[src/rtl/bus_xcvr_lr.sv]
module bus_xcvr_lr #(
  parameter int WIDTH = 18
) (
  input  logic             clk,
  input  logic             rst,
  input  logic [WIDTH-1:0] a_in,
  output logic [WIDTH-1:0] a_out,
  output logic             a_drive,
  input  logic [WIDTH-1:0] b_in,
  output logic [WIDTH-1:0] b_out,
  output logic             b_drive,
  input  logic             ab_oe_n,
  input  logic             ab_le,
  input  logic             ab_clk,
  input  logic             ab_clken_n,
  input  logic             ba_oe_n,
  input  logic             ba_le,
  input  logic             ba_clk,
  input  logic             ba_clken_n
);

  logic [WIDTH-1:0] ab_store, ba_store;
  logic             ab_clk_q, ba_clk_q;
  logic             ab_edge, ba_edge;

  assign ab_edge = ab_clk & ~ab_clk_q;
  assign ba_edge = ba_clk & ~ba_clk_q;

  always_ff @(posedge clk) begin
    if (rst) begin
      ab_clk_q <= 1'b0;
      ab_store <= '0;
    end else begin
      ab_clk_q <= ab_clk;
      if (ab_le || (!ab_clken_n && ab_edge)) ab_store <= a_in;
    end
  end

  always_ff @(posedge clk) begin
    if (rst) begin
      ba_clk_q <= 1'b0;
      ba_store <= '0;
    end else begin
      ba_clk_q <= ba_clk;
      if (ba_le || (!ba_clken_n && ba_edge)) ba_store <= b_in;
    end
  end

  assign b_drive = ~ab_oe_n;
  assign a_drive = ~ba_oe_n;
  assign b_out   = ab_oe_n ? '0 : (ab_le ? a_in : ab_store);
  assign a_out   = ba_oe_n ? '0 : (ba_le ? b_in : ba_store);

  p_transp_ab_r2: assert property (@(posedge clk) disable iff (rst)
    ab_le |=> ab_store == $past(a_in));
  p_transp_ba_r7: assert property (@(posedge clk) disable iff (rst)
    ba_le |=> ba_store == $past(b_in));
  p_capture_ab_r4: assert property (@(posedge clk) disable iff (rst)
    (!ab_le && !ab_clken_n && ab_clk && !ab_clk_q) |=> ab_store == $past(a_in));
  p_capture_ba_r7: assert property (@(posedge clk) disable iff (rst)
    (!ba_le && !ba_clken_n && ba_clk && !ba_clk_q) |=> ba_store == $past(b_in));
  p_block_ab_r5: assert property (@(posedge clk) disable iff (rst)
    (!ab_le && ab_clken_n) |=> $stable(ab_store));
  p_block_ba_r7: assert property (@(posedge clk) disable iff (rst)
    (!ba_le && ba_clken_n) |=> $stable(ba_store));
  p_clear_ab_r8: assert property (@(posedge clk)
    rst |=> (ab_store == '0 && !ab_clk_q));
  p_clear_ba_r8: assert property (@(posedge clk)
    rst |=> (ba_store == '0 && !ba_clk_q));

endmodule

[config.mk]
export PLATFORM = sky130hd
export DESIGN_NAME = bus_xcvr_lr
export DESIGN_NICKNAME = d
export VERILOG_FILES = /design/src/rtl/bus_xcvr_lr.sv
export SDC_FILE = /design/constraint.sdc
export NUM_CORES = 1
export LEC_CHECK = 0
export ABC_AREA = 1
export BUFFER_PORTS_ARGS = -buffer_cell sky130_fd_sc_hd__buf_4
export CAP_MARGIN = 0
export CORE_ASPECT_RATIO = 0.5
export CORE_MARGIN = 5
export CORE_UTILIZATION = 44
export CTS_CLUSTER_DIAMETER = 50
export DETAILED_ROUTE_END_ITERATION = 8
export GPL_TIMING_DRIVEN = 1
export PLACE_DENSITY = 0.73
export SYNTH_ARGS = -nofsm -noshare
export SYNTH_HDL_FRONTEND = slang
export SYNTH_SLANG_ARGS = --single-unit
export TNS_END_PERCENT = 5
[constraint.sdc]
create_clock -name clk -period 1.2 [get_ports clk]
set_input_delay 0.18 -clock clk [delete_from_list [all_inputs] [get_ports clk]]
set_output_delay 0.18 -clock clk [all_outputs]
set_load 0.01 [all_outputs]
==> run metrics <==
Final Hold Fails 0; drt first pass iters 4; Clock Tree Buf Depth 2; min-delay src rst; Area after DPL 0.00280 mm2; Yosys cell types 17; CP startpoint kind primary input; max-cap violations 0; Worst Path Max Fanout 27; diode count 0; Worst-path clk slew 80 ps; cell at the slowest stage of the critical path buf_12; vias in the first global route 2173; reg-to-reg endpoint ab_store[14]; hold buffers post-CTS 0; CTS buffer count 5; most used routing layer met2; initial core utilization between 40% and 50%; Worst Reg-to-Reg Cells 4; critical path capture point type output pin; reg-to-reg slack, setup about 76 ps; Seq cells post-synth 38; Place WS 83.2 ps; drc violations 0; core area 0.00453 mm2; final slew viol count 0; power density cells between 1000 and 1500 mW/mm2; cell count after synthesis 326; initial antenna violation count 0; Hold Path End ba_clk_q; H-tree depth 2; post-synthesis sequential area ratio 35.7%; WP data required 1020 ps; Boundary Pins 84; Syn-to-layout area delta 38.8%; met1 Resource Use GR 18.1%; Worst Max-Slew Pin Slew 388 ps; Slew HR 74.1%; Power, Total between 3 and 4 mW; top cells by area, synth dfxtp_1 36%, nor2_1 19%, nand2_1 13%; YS warnings 0; PortBufs 83; critical-path cell list buf_4 > inv_2 > buf_12 > o21ai_0 > a21oi_1 > buf_4; Final Core Density 65.2%; floorplan row count 17; Detail Route Antenna Nets 0; clock skew 3.66 ps; DP HPWL between 3 and 4 mm; area leader, netlist dfxtp_1; worst min-delay path category primary input to register; M2 GR Usage 34.9%; DR iter-0 viols around 90; status finished clean; Pleak 1.47 nW; CTS tree built; fin area 0.00296 mm2; vias roughly 2300; Total Nets Final 450; Via density 4.85; GP Congestion 0.750; Die Y 59.2 um; GRT Overall Usage 17.2%; first-pass GRT wire length just over 9 mm; Setup CP Type primary input to output pin; Worst R2R Start ab_clk_q; Avg Inst Size Synth 6.53 um2; final setup TNS 0 ps; critical path's most frequent cell buf_4; hold depth 2; largest net degree at the start of global routing 37; Die W 108 um; final setup vio count 0; Max VDD drop 0.693 mV; CP max stage delay 180 ps; Net Count, Synth 372; M3 GR Usage 4.13%; maximum clock frequency 0.890 GHz; RSZ-0062 raised after global routing true; Root Buffer clkbuf_8; share of cells above drive strength 1 31.1%; Final WS setup 75.9 ps; drt total wl about 5.5 mm; CTS Sinks 38; total die area about 0.0064 mm2; Tcrit/Tclk final 93.7%; post-synth top area share 35.7%; Critical Path AT 940 ps; clk_lat worst skew 280 ps; Period minus WS final 1120 ps; Cell Area, Synth between 0.002 and 0.0025 mm2; routed len/inst 11.7 um; GR Overflow Total 0
-- layout by cell type, fill, tap and decap left out, drive strengths merged, types with 2 or more instances in the layout --
master,n
nor2,108
buf,93
nand2,71
dfxtp,38
a21oi,37
o21ai,36
inv,10
clkbuf,6
bufinv,2
nand3,2
-- logic make-up after synthesis --
logic type / share of synthesized area (%)
AO/OA/AOI/OAI: 20.2
buffers and inverters: 10.6
AND/OR/NAND/NOR: 33.5
flip-flops: 35.7
-- synth_stat cells --
cell / instances
inv_1: 8
clkinv_1: 1
a21oi_2: 17
a21oi_1: 20
nand2_1: 71
buf_2: 9
nand3b_4: 1
nand3_4: 1
buf_6: 7
inv_2: 2
buf_4: 4
nand3_1: 1
nor2_1: 108
buf_8: 2
dfxtp_1: 38
o21ai_1: 3
o21ai_0: 33
-- timing repair --
action	4_1_cts	5_1_grt
endpoints found under the hold margin	0	0
setup buffers	0	0
resized for setup	0	4
setup endpoints to repair	0	4
-- routing by layer --
metal  vias to the layer above  wire [um]
met2                        51       2940
met3                         6        280
met5                         -          0
met4                         0         53
met1                      1037       2260
li1                       1189          -
-- final cells by class --
| cell class | instances | area [um2] |
|---|---|---|
| clock buffer | 6 | 82.6 |
| clock inverter | 2 | 60.1 |
| fill | 398 | 1580 |
| inverter | 11 | 41.3 |
| multi-input combinational | 255 | 1150 |
| sequential | 38 | 761 |
| tap | 66 | 82.6 |
| timing repair buffer | 93 | 773 |
-- sequential cells by signal, summed over array words and instances (netlist names) --
| signal | count |
|---|---|
| ba_clk_q | 1 |
| ab_store | 18 |
| ab_clk_q | 1 |
| ba_store | 18 |
-- worst max-delay path by stage --
stage | end | start | slack, ps | cells past startpoint
finish | a_out[16] | ba_le | 80 | 6
detailed placement | a_out[16] | ba_le | 80 | 6
global route | ab_store[17] | ab_clk_q | -2 | 3
CTS | b_out[14] | ab_store[14] | 60 | 3
global placement | a_out[16] | ba_le | 120 | 6
floorplan | a_out[14] | ba_le | 190 | 6
-- worst max-delay path: cells and delay by family --
family | cells | cell delay, ps
buf+inv | 4 | 530
compound gates | 2 | 220
-- power breakdown --
group,internal [mW],switching (mW),total (mW)
logic,0.400,0.440,0.840
clock network,0.887,0.453,1.34
registers,1.36,0.0253,1.38
total,2.65,0.918,3.56
-- through the flow --
step	hold WS, ps	cells
2_1_floorplan	251	326
3_3_place_gp	360	463
3_5_place_dp	371	463
4_1_cts	63.0	471
5_1_grt	52.9	471
6_report	63.7	471
(Power assumes the default switching activity.)
